==> config.mk <==
export PLATFORM = sky130hd
export DESIGN_NAME = lsu_lane_unit
export DESIGN_NICKNAME = d
export VERILOG_FILES = /design/src/rtl/lsu_pkg.sv /design/src/rtl/lsu_addr_gen.sv /design/src/rtl/lsu_store_lanes.sv /design/src/rtl/lsu_load_extract.sv /design/src/rtl/lsu_lane_unit.sv
export SDC_FILE = /design/constraint.sdc
export NUM_CORES = 1
export LEC_CHECK = 0
export ABC_AREA = 1
export BUFFER_PORTS_ARGS = -buffer_cell sky130_fd_sc_hd__buf_4
export CORE_MARGIN = 8
export CORE_UTILIZATION = 44
export CTS_CLUSTER_DIAMETER = 30
export CTS_CLUSTER_SIZE = 12
export DETAILED_ROUTE_END_ITERATION = 12
export PLACE_DENSITY = 0.83
export SYNTH_ARGS = -nofsm -noshare
export SYNTH_HDL_FRONTEND = slang
export SYNTH_SLANG_ARGS = --single-unit
==> constraint.sdc <==
create_clock -name clk -period 3.7 [get_ports clk]
set_input_delay 0.37 -clock clk [delete_from_list [all_inputs] [get_ports clk]]
set_output_delay 0.37 -clock clk [all_outputs]
set_load 0.01 [all_outputs]
==> src/rtl/lsu_pkg.sv <==
package lsu_pkg;

  typedef enum logic [1:0] {
    SZ_BYTE     = 2'b00,
    SZ_HALF     = 2'b01,
    SZ_WORD     = 2'b10,
    SZ_WORD_ALT = 2'b11
  } acc_size_e;

endpackage

==> src/rtl/lsu_addr_gen.sv <==
module lsu_addr_gen
  import lsu_pkg::*;
#(
  parameter int ADDR_W    = 32,
  parameter int NUM_LANES = 4,
  localparam int OFF_W    = $clog2(NUM_LANES)
) (
  input  logic [ADDR_W-1:0] base_val,
  input  logic [ADDR_W-1:0] reg_off,
  input  logic [ADDR_W-1:0] imm_off,
  input  logic              use_imm,
  input  acc_size_e         size,
  output logic [ADDR_W-1:0] addr_aligned,
  output logic [OFF_W-1:0]  lane_off
);

  logic [ADDR_W-1:0] ea;
  logic [ADDR_W-1:0] low_clr;

  // effective address: base plus selected offset, wraps modulo 2^ADDR_W
  always_comb begin
    ea = base_val + (use_imm ? imm_off : reg_off);
  end

  // natural alignment: clear the low bits covered by the access span
  always_comb begin
    case (size)
      SZ_BYTE: low_clr = '0;
      SZ_HALF: low_clr = ADDR_W'(1);
      default: low_clr = ADDR_W'(NUM_LANES - 1);
    endcase
    addr_aligned = ea & ~low_clr;
    lane_off     = addr_aligned[OFF_W-1:0];
  end

endmodule

==> src/rtl/lsu_store_lanes.sv <==
module lsu_store_lanes
  import lsu_pkg::*;
#(
  parameter int DATA_W    = 32,
  localparam int NUM_LANES = DATA_W / 8,
  localparam int OFF_W     = $clog2(NUM_LANES)
) (
  input  logic                 active,
  input  acc_size_e            size,
  input  logic [OFF_W-1:0]     lane_off,
  input  logic [DATA_W-1:0]    store_src,
  output logic [NUM_LANES-1:0] be,
  output logic [DATA_W-1:0]    wdata
);

  logic [OFF_W:0] span;
  logic [OFF_W:0] lo_pos;
  logic [OFF_W:0] hi_pos;

  always_comb begin
    case (size)
      SZ_BYTE: span = (OFF_W+1)'(1);
      SZ_HALF: span = (OFF_W+1)'(2);
      default: span = (OFF_W+1)'(NUM_LANES);
    endcase
    lo_pos = {1'b0, lane_off};
    hi_pos = lo_pos + span;
  end

  // lane g sits at big-endian position g: bits [DATA_W-1-8g -: 8], enable bit NUM_LANES-1-g
  for (genvar g = 0; g < NUM_LANES; g++) begin : g_lane
    localparam int BIT_LO = DATA_W - 8 - 8 * g;
    localparam int HALF_SEL = (NUM_LANES - 1 - g) % 2;

    always_comb begin
      be[NUM_LANES-1-g] = active &&
                          ((OFF_W+1)'(g) >= lo_pos) &&
                          ((OFF_W+1)'(g) <  hi_pos);
    end

    // replicate the low element so every enabled lane carries the right byte
    always_comb begin
      case (size)
        SZ_BYTE: wdata[BIT_LO +: 8] = store_src[7:0];
        SZ_HALF: wdata[BIT_LO +: 8] = store_src[8*HALF_SEL +: 8];
        default: wdata[BIT_LO +: 8] = store_src[BIT_LO +: 8];
      endcase
    end
  end

endmodule

==> src/rtl/lsu_load_extract.sv <==
module lsu_load_extract
  import lsu_pkg::*;
#(
  parameter int DATA_W    = 32,
  localparam int NUM_LANES = DATA_W / 8,
  localparam int OFF_W     = $clog2(NUM_LANES),
  localparam int SH_W      = OFF_W + 4
) (
  input  logic              clk,
  input  logic              rst_n,
  input  logic              cap_en,
  input  acc_size_e         size_in,
  input  logic [OFF_W-1:0]  off_in,
  input  logic [DATA_W-1:0] mem_rdata,
  output logic              load_valid,
  output logic [DATA_W-1:0] load_data
);

  logic             pend_q, pend_d;
  acc_size_e        size_q, size_d;
  logic [OFF_W-1:0] off_q, off_d;

  logic [OFF_W:0]    lane_pos;
  logic [SH_W-1:0]   shamt;
  logic [DATA_W-1:0] keep_mask;

  // next state: capture the access shape only when a load is accepted
  always_comb begin
    pend_d = cap_en;
    size_d = size_q;
    off_d  = off_q;
    if (cap_en) begin
      size_d = size_in;
      off_d  = off_in;
    end
  end

  always_ff @(posedge clk or negedge rst_n) begin
    if (!rst_n) begin
      pend_q <= 1'b0;
      size_q <= SZ_WORD;
      off_q  <= '0;
    end else begin
      pend_q <= pend_d;
      size_q <= size_d;
      off_q  <= off_d;
    end
  end

  // lane_pos = number of lanes below the selected element
  always_comb begin
    case (size_q)
      SZ_BYTE: begin
        lane_pos  = (OFF_W+1)'(NUM_LANES - 1) - {1'b0, off_q};
        keep_mask = DATA_W'(8'hFF);
      end
      SZ_HALF: begin
        lane_pos  = (OFF_W+1)'(NUM_LANES - 2) - {1'b0, off_q};
        keep_mask = DATA_W'(16'hFFFF);
      end
      default: begin
        lane_pos  = '0;
        keep_mask = '1;
      end
    endcase
    shamt     = {lane_pos, 3'b000};
    load_data = (mem_rdata >> shamt) & keep_mask;
  end

  assign load_valid = pend_q;

endmodule

==> src/rtl/lsu_lane_unit.sv <==
module lsu_lane_unit
  import lsu_pkg::*;
#(
  parameter int ADDR_W = 32,
  parameter int DATA_W = 32,
  localparam int NUM_LANES = DATA_W / 8,
  localparam int OFF_W     = $clog2(NUM_LANES)
) (
  input  logic                 clk,
  input  logic                 rst_n,
  input  logic                 req_valid,
  input  logic                 req_store,
  input  logic [1:0]           req_size,
  input  logic                 use_imm,
  input  logic [ADDR_W-1:0]    base_val,
  input  logic [ADDR_W-1:0]    reg_off,
  input  logic [ADDR_W-1:0]    imm_off,
  input  logic [DATA_W-1:0]    store_src,
  output logic [ADDR_W-1:0]    mem_addr,
  output logic [NUM_LANES-1:0] mem_be,
  output logic                 mem_we,
  output logic [DATA_W-1:0]    mem_wdata,
  input  logic [DATA_W-1:0]    mem_rdata,
  output logic                 load_valid,
  output logic [DATA_W-1:0]    load_data
);

  acc_size_e        size_e;
  logic [OFF_W-1:0] lane_off;
  logic             load_req;

  assign size_e   = acc_size_e'(req_size);
  assign load_req = req_valid & ~req_store;
  assign mem_we   = req_valid & req_store;

  lsu_addr_gen #(
    .ADDR_W    (ADDR_W),
    .NUM_LANES (NUM_LANES)
  ) u_addr (
    .base_val     (base_val),
    .reg_off      (reg_off),
    .imm_off      (imm_off),
    .use_imm      (use_imm),
    .size         (size_e),
    .addr_aligned (mem_addr),
    .lane_off     (lane_off)
  );

  lsu_store_lanes #(
    .DATA_W (DATA_W)
  ) u_lanes (
    .active    (req_valid),
    .size      (size_e),
    .lane_off  (lane_off),
    .store_src (store_src),
    .be        (mem_be),
    .wdata     (mem_wdata)
  );

  lsu_load_extract #(
    .DATA_W (DATA_W)
  ) u_load (
    .clk        (clk),
    .rst_n      (rst_n),
    .cap_en     (load_req),
    .size_in    (size_e),
    .off_in     (lane_off),
    .mem_rdata  (mem_rdata),
    .load_valid (load_valid),
    .load_data  (load_data)
  );

  AST_IDLE_QUIET: assert property (@(posedge clk) disable iff (!rst_n)
    !req_valid |-> (mem_be == '0) && !mem_we);
  AST_BYTE_ONE_LANE: assert property (@(posedge clk) disable iff (!rst_n)
    (req_valid && req_size == 2'b00) |-> $countones(mem_be) == 1);
  AST_WORD_ALL_LANES: assert property (@(posedge clk) disable iff (!rst_n)
    (req_valid && req_size[1]) |-> (mem_be == '1));
  AST_WORD_ALIGNED: assert property (@(posedge clk) disable iff (!rst_n)
    (req_valid && req_size[1]) |-> (mem_addr[OFF_W-1:0] == '0));
  AST_HALF_ALIGNED: assert property (@(posedge clk) disable iff (!rst_n)
    (req_valid && req_size == 2'b01) |-> !mem_addr[0]);
  AST_LOAD_FOLLOWS: assert property (@(posedge clk) disable iff (!rst_n)
    (req_valid && !req_store) |=> load_valid);
  AST_STORE_NO_LOAD: assert property (@(posedge clk) disable iff (!rst_n)
    (req_valid && req_store) |=> !load_valid);
  AST_IDLE_NO_LOAD: assert property (@(posedge clk) disable iff (!rst_n)
    !req_valid |=> !load_valid);

endmodule

======== After elaboration in Yosys (flattened, before gate mapping) ========
Index checks and enable logic that the tools add are counted.
word-level totals
  output and inout port bits .............. 102
  register bits after elaboration ......... 5
  logic and storage cells ................. 43
  input bits .............................. 167
cells by class
  muxes and demuxes ....................... 8
  bitwise gates (word level) .............. 6
  magnitude comparators ................... 8
  reduce and logical (&&, ||, !) cells .... 11
  $add $sub $neg .......................... 4
  equal/unequal tests ..................... 2
  shift-type cells ........................ 1
operators with widths
  cell                                                        number
  bitwise AND 32 bit                                          2
  case mux 32 bit (2 select lines)                            1
  adder 32 bit                                                1
  2-to-1 mux 32 bit                                           1
  NOT 2 -> 32 bit                                             1
  >> shifter 32 x 6 -> 32 bit                                 1
  2-to-1 mux 8 bit                                            2
  case mux 8 bit (2 select lines)                             1
  case mux 3 bit (2 select lines)                             2
  logical AND 1 bit                                           8
  less-than comparator 1 x 3 -> 1 bit (first input constant)  2
  less-than comparator 2 x 3 -> 1 bit (first input constant)  2
  subtractor 2 x 2 -> 3 bit (first input constant)            2
  equality test 2 x 1 -> 1 bit (second input constant)        2
  >= comparator 1 x 2 -> 1 bit (first input constant)         2
  >= comparator 2 bit (first input constant)                  2
  logical NOT 2 bit                                           2
  case mux 2 bit (2 select lines)                             1
  adder 2 x 3 -> 3 bit                                        1
  bitwise AND 1 bit                                           2
  OR reduction 2 bit                                          1
  NOT 1 bit                                                   1

======== Depth between registers and ports, before layout ========
Gate-level depths: netlist (run 1).
  depth in word-level cells ............... 7
  mapped depth ............................ 16
  depth with buffers taken out ............ 15

======== Hierarchy ========
From an unflattened synthesis (run 1), not the netlist that was laid out.
second synthesis, totals
  cells, all modules ...................... 868
  area total of the unflattened synthesis .. 4506.8 µm²
modules (own cells, without submodules)
  module            area each (µm²)  times used  seq. area each (µm²)  cells an instance
  lsu_addr_gen      2787.7           1           0.0                   546
  lsu_load_extract  1159.9           1           126.4                 208
  lsu_store_lanes   541.8            1           0.0                   110
  lsu_lane_unit     17.5             1           0.0                   4

======== Least setup slack after synthesis (run 1) ========
No wires, ideal clock.
  kind .................................... input -> output
  start point ............................. input use_imm
  end point ............................... output mem_be[1]
  setup slack ............................. 0.668 ns
  arrival time ............................ 2.662 ns
  stages on the path ...................... 9
  buffers on the path ..................... 1
  required time ........................... 3.330 ns
  path through ............................ clkbuf_1 -> mux2_2 -> ha_1 -> inv_1 -> fa_1 -> nor2_1 -> fa_1 -> xnor2_1 -> a221oi_1
on the way
  cells in the longest elaborated chain, start to end .. 6
  elaborated cells on any way between the ends .. 8
  those cells by class .................... add/sub (2); order compare (2); mux (1); bitwise (1); reduce/logical (2)
ends and longest elaborated chain
  item                                                                      line                                          RTL
  start: declaration                                                        lsu_lane_unit.sv:14                           input logic use_imm,
  2-to-1 mux 32 bit *                                                       lsu_addr_gen.sv:22                            ea = base_val + (use_imm ? imm_off : reg_off);
  adder 32 bit *                                                            lsu_addr_gen.sv:22
  bitwise AND 32 bit *                                                      lsu_addr_gen.sv:32                            addr_aligned = ea & ~low_clr;
  named net mem_addr[1]                                                     lsu_lane_unit.sv:19                           output logic [ADDR_W-1:0] mem_addr,
  adder 2 x 3 -> 3 bit or >= comparator 2 bit (tied branches)               lsu_store_lanes.sv:27, lsu_store_lanes.sv:37
  less-than comparator 2 x 3 -> 1 bit or logical AND 1 bit (tied branches)  lsu_store_lanes.sv:38, lsu_store_lanes.sv:36
  logical AND 1 bit *                                                       lsu_store_lanes.sv:37                         ((OFF_W+1)'(g) >= lo_pos) &&
  end: declaration                                                          lsu_lane_unit.sv:20                           output logic [NUM_LANES-1:0] mem_be,
Mark *: on every way through the listed nets, which the timed path passes. The rest lies on a longest branch.

======== Final worst setup path (run 1) ========
  start point ............................. input use_imm
  end point ............................... output mem_be[1]
on the way
  cells in the longest elaborated chain, start to end .. 6
  elaborated cells on any way between the ends .. 8
  those cells by class .................... add/sub (2); order compare (2); mux (1); bitwise (1); reduce/logical (2)
ends and longest elaborated chain
  item                                                                      line
  2-to-1 mux 32 bit *                                                       lsu_addr_gen.sv:22
  adder 32 bit *                                                            lsu_addr_gen.sv:22
  bitwise AND 32 bit *                                                      lsu_addr_gen.sv:32
  adder 2 x 3 -> 3 bit or >= comparator 2 bit (tied branches)               lsu_store_lanes.sv:27, lsu_store_lanes.sv:37
  less-than comparator 2 x 3 -> 1 bit or logical AND 1 bit (tied branches)  lsu_store_lanes.sv:38, lsu_store_lanes.sv:36
  logical AND 1 bit *                                                       lsu_store_lanes.sv:37
Every way passes the cells marked *; elsewhere a longest branch is shown, timed or not.

==> results.toml, run 1 <==
[status]
status = "finished clean"

[floorplanning]
row_count = 35
core_area_um2 = 9150
start_util_pct = 44.7
chipHeight_um = 112
io_pins = 269
dieArea_um2 = 12600
die_width_um = 112

[job]
drv_cap = 0

[sta]
hold_viol_final = 0
min_period_over_period_pct = 82.4
final_max_slew_viol_count = 0
setup_viol = 0
timing.fmax_ghz = 0.328
rsz0062_at_grt = "no"
fin_worst_skew_ps = 0
worstMarginPinSlew_ps = 717
layout_min_cycle_time_ps = 3050
hold-worst-slack_ps = 363
fin_tns_setup_ps = 0
slew_headroom_pct = 52.0

[worst_setup_path]
path_max_fanout = 15
path_cells = "buf_4 > mux2_2 > ha_1 > inv_1 > fa_1 > nor2_1 > fa_1 > nand2_1 > a221oi_1 > buf_4"
critPathKind = "input port to primary output"
rr_startpoint = "u_load.size_q[1]$_DFFE_PN1P_"
worstPathArrival_ps = 2680
end_kind = "primary output"
crit_slowest_cell = "fa_1"
crit_required_ps = 3330
max_stage_delay_ps = 560
startpoint_type = "input port"
worst-r2r-setup-slack_ps = 2530
rr_endpoint = "u_load.size_q[1]$_DFFE_PN1P_"
r2r_cells = 2

[yosys]
synth_nets = 1018
ys_ff_latch = 5
seq_area_frac_synth_pct = 3.09
yosys_warnings = 0
ys_types = 31
synth_area_um2 = 4090
syn_inst = 816
avgSynthCellArea_um2 = 5.02

[hold_path]
worstHoldPathCells = 2
min-delay-start = "req_store"
min_path_type = "input port to register"
min_to = "u_load.load_valid$_DFF_PN0_"

[clocking]
clkTransAtPathRegs_ps = 40
cts.sinks = 5
clock_path_buffers = 2
cts_tree = "done"
h-tree-depth = 1
post-cts-setup-buffers = 0
numCtsBuffers = 3
cts_root_buf = "clkbuf_8"
ctsHoldBuffers = 1
clock_latency_ps = 230
cts_resized = 0

[pwr]
report.power.total_uw = 1520
p_leak_uw = 0.00396
p_per_area_nw_per_um2 = 246
pwr-share-seq_pct = 4.5
ir_drop_mv = 0.120
p_sw_share_pct = 51.0
p_sw_uw = 776
pwr-share-comb_pct = 88.7
intPower_uw = 744
clkPwrFrac_pct = 6.9

[place]
gp_congestion = 0.992
place_hpwl_mm = 14.9
portBuffers = 268

[layout]
area_delta_synth_final_pct = 50.7
layout.nets = 1271
diodes = 0
layout-drive-gt1-share_pct = 29.6
nFillCells = 908
regArea_um2 = 126
multi_input_area_um2 = 3230

[route]
ant_nets = 0
via_per_inst = 4.84
dr.pass1.iters = 5
vias = 5709
wl_per_cell_um = 14.3
drc = 0
drtIter0Drc = 562
routed_wl_mm = 16.9

[global_route]
grt_first_pass_wirelength_mm = 27.1
grt_usage_pct = 25.8
grt_max_degree = 47
grt_pass1_vias = 5526
overflow = 0
antenna_found_initial = 0
## cells in the final DEF, fill, tap and decap left out, drive strengths merged, types with 4 or more instances in the layout
cell type / instances
a21oi: 50
buf: 272
dfrtp: 4
ha: 33
inv: 153
mux2: 31
nand2: 355
nand3: 37
nand4: 5
nor2: 59
nor3: 8
o21ai: 27
xor2: 13
## power by group through the flow
stage               registers, µW  logic (µW)  clock network, µW
floorplan                    67.5         759                  0
global placement             68.5        1340                  0
detailed placement           68.7        1340                  0
CTS                          68.0        1350                106
global route                 68.8        1490                110
finish                       68.2        1350                104
## worst max-delay path: cells and delay by family
| kind | cells | cell delay [ps] |
|---|---|---|
| AND/OR/NAND/NOR | 2 | 120 |
| AO/OA/AOI/OAI | 1 | 300 |
| multiplexers | 1 | 240 |
| buffers and inverters | 3 | 430 |
| adder cells (fa/ha/maj) | 3 | 1210 |
## layout make-up
type | instances | area share [%]
multi-input combinational | 633 | 52.4
timing repair buffer | 273 | 33.3
inverter | 153 | 9.31
tap | 111 | 2.25
sequential | 5 | 2.05
clock buffer | 3 | 0.669
clock inverter | 1 | 0.0811
## state kept, by name (all words and copies together), names as in the netlist
name / flops
u_load.size_q: 2
u_load.load_valid: 1
u_load.off_q: 2
## cell usage after synthesis, drive strengths merged
library cell	n	area share, %
a21oi	50	6.1
xnor2	3	0.64
o21bai	3	0.55
dfrtp	4	2.4
nor3	8	0.98
nand2	355	33
nand3	37	4.5
a221oi	1	0.21
clkbuf	3	0.28
inv	153	14
dfstp	1	0.64
ha	33	10
xor2	13	2.8
nand4	5	0.76
nor2	59	5.5
a21o	1	0.18
mux2	31	8.5
o21ai	27	3.3
or2	3	0.46
o211ai	1	0.18
fa	2	0.98
o22ai	1	0.31
buf	22	3.7
## cell families after synthesis
logic type | Yosys count | share of synthesized area [%]
simple gates | 467 | 45.0
buf+inv | 178 | 18.0
compound gates | 84 | 10.8
fa+ha+maj | 35 | 11.1
mux | 31 | 8.53
xor+xnor | 16 | 3.42
flops | 5 | 3.09
## how the worst max path moves through the flow
stage / start / slack, ps / endpoint
2_1_floorplan: use_imm / 670 / mem_be[1]
3_3_place_gp: use_imm / 660 / mem_be[3]
3_5_place_dp: use_imm / 630 / mem_be[3]
4_1_cts: use_imm / 630 / mem_be[3]
5_1_grt: use_imm / 390 / mem_addr[29]
6_report: use_imm / 650 / mem_be[1]
## layer usage
metal | global-route usage [%] | vias up | share of wire [%]
li1 | - | 3004 | -
met1 | 29.1 | 2443 | 40
met2 | 48.3 | 244 | 51
met3 | 5.42 | 18 | 8.1
met4 | 5.49 | 0 | 1.4
met5 | 0 | - | 0
## through the flow
stage / instances / area, µm² / setup WS [ps] / utilization (%)
floorplan: 816 / 4090 / 668 / -
global placement: 1174 / 6110 / 661 / 66.8
detailed placement: 1174 / 6110 / 627 / 66.8
CTS: 1179 / 6170 / 631 / 67.4
global route: 1179 / 6170 / 392 / 67.4
finish: 1179 / 6170 / 652 / 67.4
No activity file was read; power rests on OpenSTA's default activity.
==> run 2: changes to the inputs <==
Clock period 3.7 ns to 3 ns, I/O delays scaled along.
==> run 2 against run 1 <==
Critical path depth rose by 2. Setup slack got worse by 460 ps. Final cell count rose by 0.59%. Count of clock-buffer cells in the layout rose by 1. Core utilization rose by 0.56 points. Sequential power rose by 24%. Power rose by 24%. Largest power group unchanged. Clock power rose by 25%. Via count rose by 1.1%.
==> results.toml, run 2 (synthesized netlist as in run 1, its figures left out) <==
[layout]
diodes = 0
nFillCells = 892
final_common_cell = "nand2_1"
final_cell_mix = "353 x nand2_1, 279 x buf_4, 152 x inv_1"
layout-drive-gt1-share_pct = 30.0
fin_cells = 1186
area_delta_synth_final_pct = 51.9
layout.nets = 1278
final_cell_area_um2 = 6220

[worst_setup_path]
crit_slowest_cell = "fa_1"
max_stage_delay_ps = 540
path_max_fanout = 13
path_delay_family = "adder cells"
startpoint_type = "input port"
crit_buf_inv = 3
end_kind = "primary output"
crit_required_ps = 2700
critPathKind = "input port to primary output"
worstPathArrival_ps = 2510
path_cells = "buf_4 > buf_4 > nand2_1 > o21ai_0 > fa_1 > nor2_1 > fa_1 > xnor2_1 > nand2_1 > nand2_1 > a21oi_1 > buf_4"
worst-r2r-setup-slack_ps = 1960

[sta]
min_period_over_period_pct = 93.5
rsz0062_at_grt = "no"
worstMarginPinSlew_ps = 519
fin_tns_setup_ps = 0
layout_min_cycle_time_ps = 2810
hold_viol_final = 0
fin_worst_skew_ps = 0
timing.fmax_ghz = 0.356
final_max_slew_viol_count = 0
slew_headroom_pct = 65.4
hold-worst-slack_ps = 279
setup_viol = 0

[pwr]
ir_drop_mv = 0.157
report.power.total_uw = 1890
p_leak_uw = 0.00399
p_per_area_nw_per_um2 = 303

[route]
dr.pass1.iters = 6
drtIter0Drc = 473
via_per_inst = 4.87
vias = 5773
ant_nets = 0
wl_per_cell_um = 14.3
routed_wl_mm = 16.9
drc = 0

[clocking]
clock_path_buffers = 2
cts_tree = "done"
cts.sinks = 5
cts_root_buf = "clkbuf_8"
h-tree-depth = 1
numCtsBuffers = 3
clkTransAtPathRegs_ps = 40
clock_latency_ps = 230

[floorplanning]
start_util_pct = 44.7
chipHeight_um = 112
core_area_um2 = 9150
row_count = 35
io_pins = 269
dieArea_um2 = 12600
die_width_um = 112

[global_route]
antenna_found_initial = 0
grt_pass1_vias = 5404
overflow = 0
grt_max_degree = 30
grt_usage_pct = 25.6
grt_first_pass_wirelength_mm = 26.6

[job]
drv_cap = 0

[place]
place_area_um2 = 6160
portBuffers = 268
place_hpwl_mm = 15.1
gp_congestion = 1.01
placed_cells = 1181

[hold_path]
min_path_type = "input port to register"

[status]
status = "finished clean"
## run 2: changes by cell type in the layout (fill, tap and decap cells not counted), sizes merged
cell / before / now
clkinv: 1 / 0
clkbuf: 3 / 4
buf: 272 / 279
## run 2: final timing paths
check / from / end / cells after the start
max: use_imm / mem_be[3] / 12
min: req_store / u_load.load_valid$_DFF_PN0_ / 2
max reg2reg: u_load.size_q[1]$_DFFE_PN1P_ / u_load.size_q[1]$_DFFE_PN1P_ / 3
min reg2reg: u_load.off_q[1]$_DFFE_PN0P_ / u_load.off_q[1]$_DFFE_PN0P_ / 2
max in group asynchronous: rst_n / u_load.size_q[1]$_DFFE_PN1P_ / 2
min in group asynchronous: rst_n / u_load.load_valid$_DFF_PN0_ / 2
## run 2: timing repair
| action | 4_1_cts | 5_1_grt |
|---|---|---|
| buffers inserted | 0 | 0 |
| hold endpoints to repair | 4 | 0 |
| hold buffers | 1 | 0 |
| resized for setup | 0 | 0 |
## run 2: report_power, final
group	internal [µW]	switching, µW
combinational	764	909
clock	91.6	38.4
sequential	76.5	7.73
total	932	955
## run 2: area by class of cell
type                            count  area (µm²)  share of cell area, %
Multi-Input combinational cell    633        3230                   51.9
Inverter                          153         574                   9.23
Sequential cell                     5         126                   2.03
Timing Repair Buffer              280        2100                   33.8
Tap cell                          111         139                   2.23
Clock buffer                        4        45.0                  0.724
## run 2: stage by stage
stage / setup slack [ps] / utilization, %
4_1_cts: 192 / 68.0
2_1_floorplan: 108 / -
6_report: 195 / 68.0
3_3_place_gp: 238 / 67.4
5_1_grt: 33.5 / 68.0
3_5_place_dp: 189 / 67.4
## run 2: worst reg2reg max path, cell delays in order (launching register included)
cell     delay (ps)
dfstp_2         530
inv_1            50
buf_4           200
o21ai_0         180
## run 2: layer usage
| layer | track usage [%] | routed length, µm | vias to the layer above | part of all wire, % |
|---|---|---|---|---|
| met5 | 0 | 0 | - | 0 |
| met1 | 28.1 | 6610 | 2501 | 39 |
| met2 | 47.5 | 8680 | 234 | 51 |
| met3 | 6.17 | 1320 | 26 | 7.8 |
| met4 | 7.28 | 337 | 0 | 2.0 |
| li1 | - | - | 3012 | - |
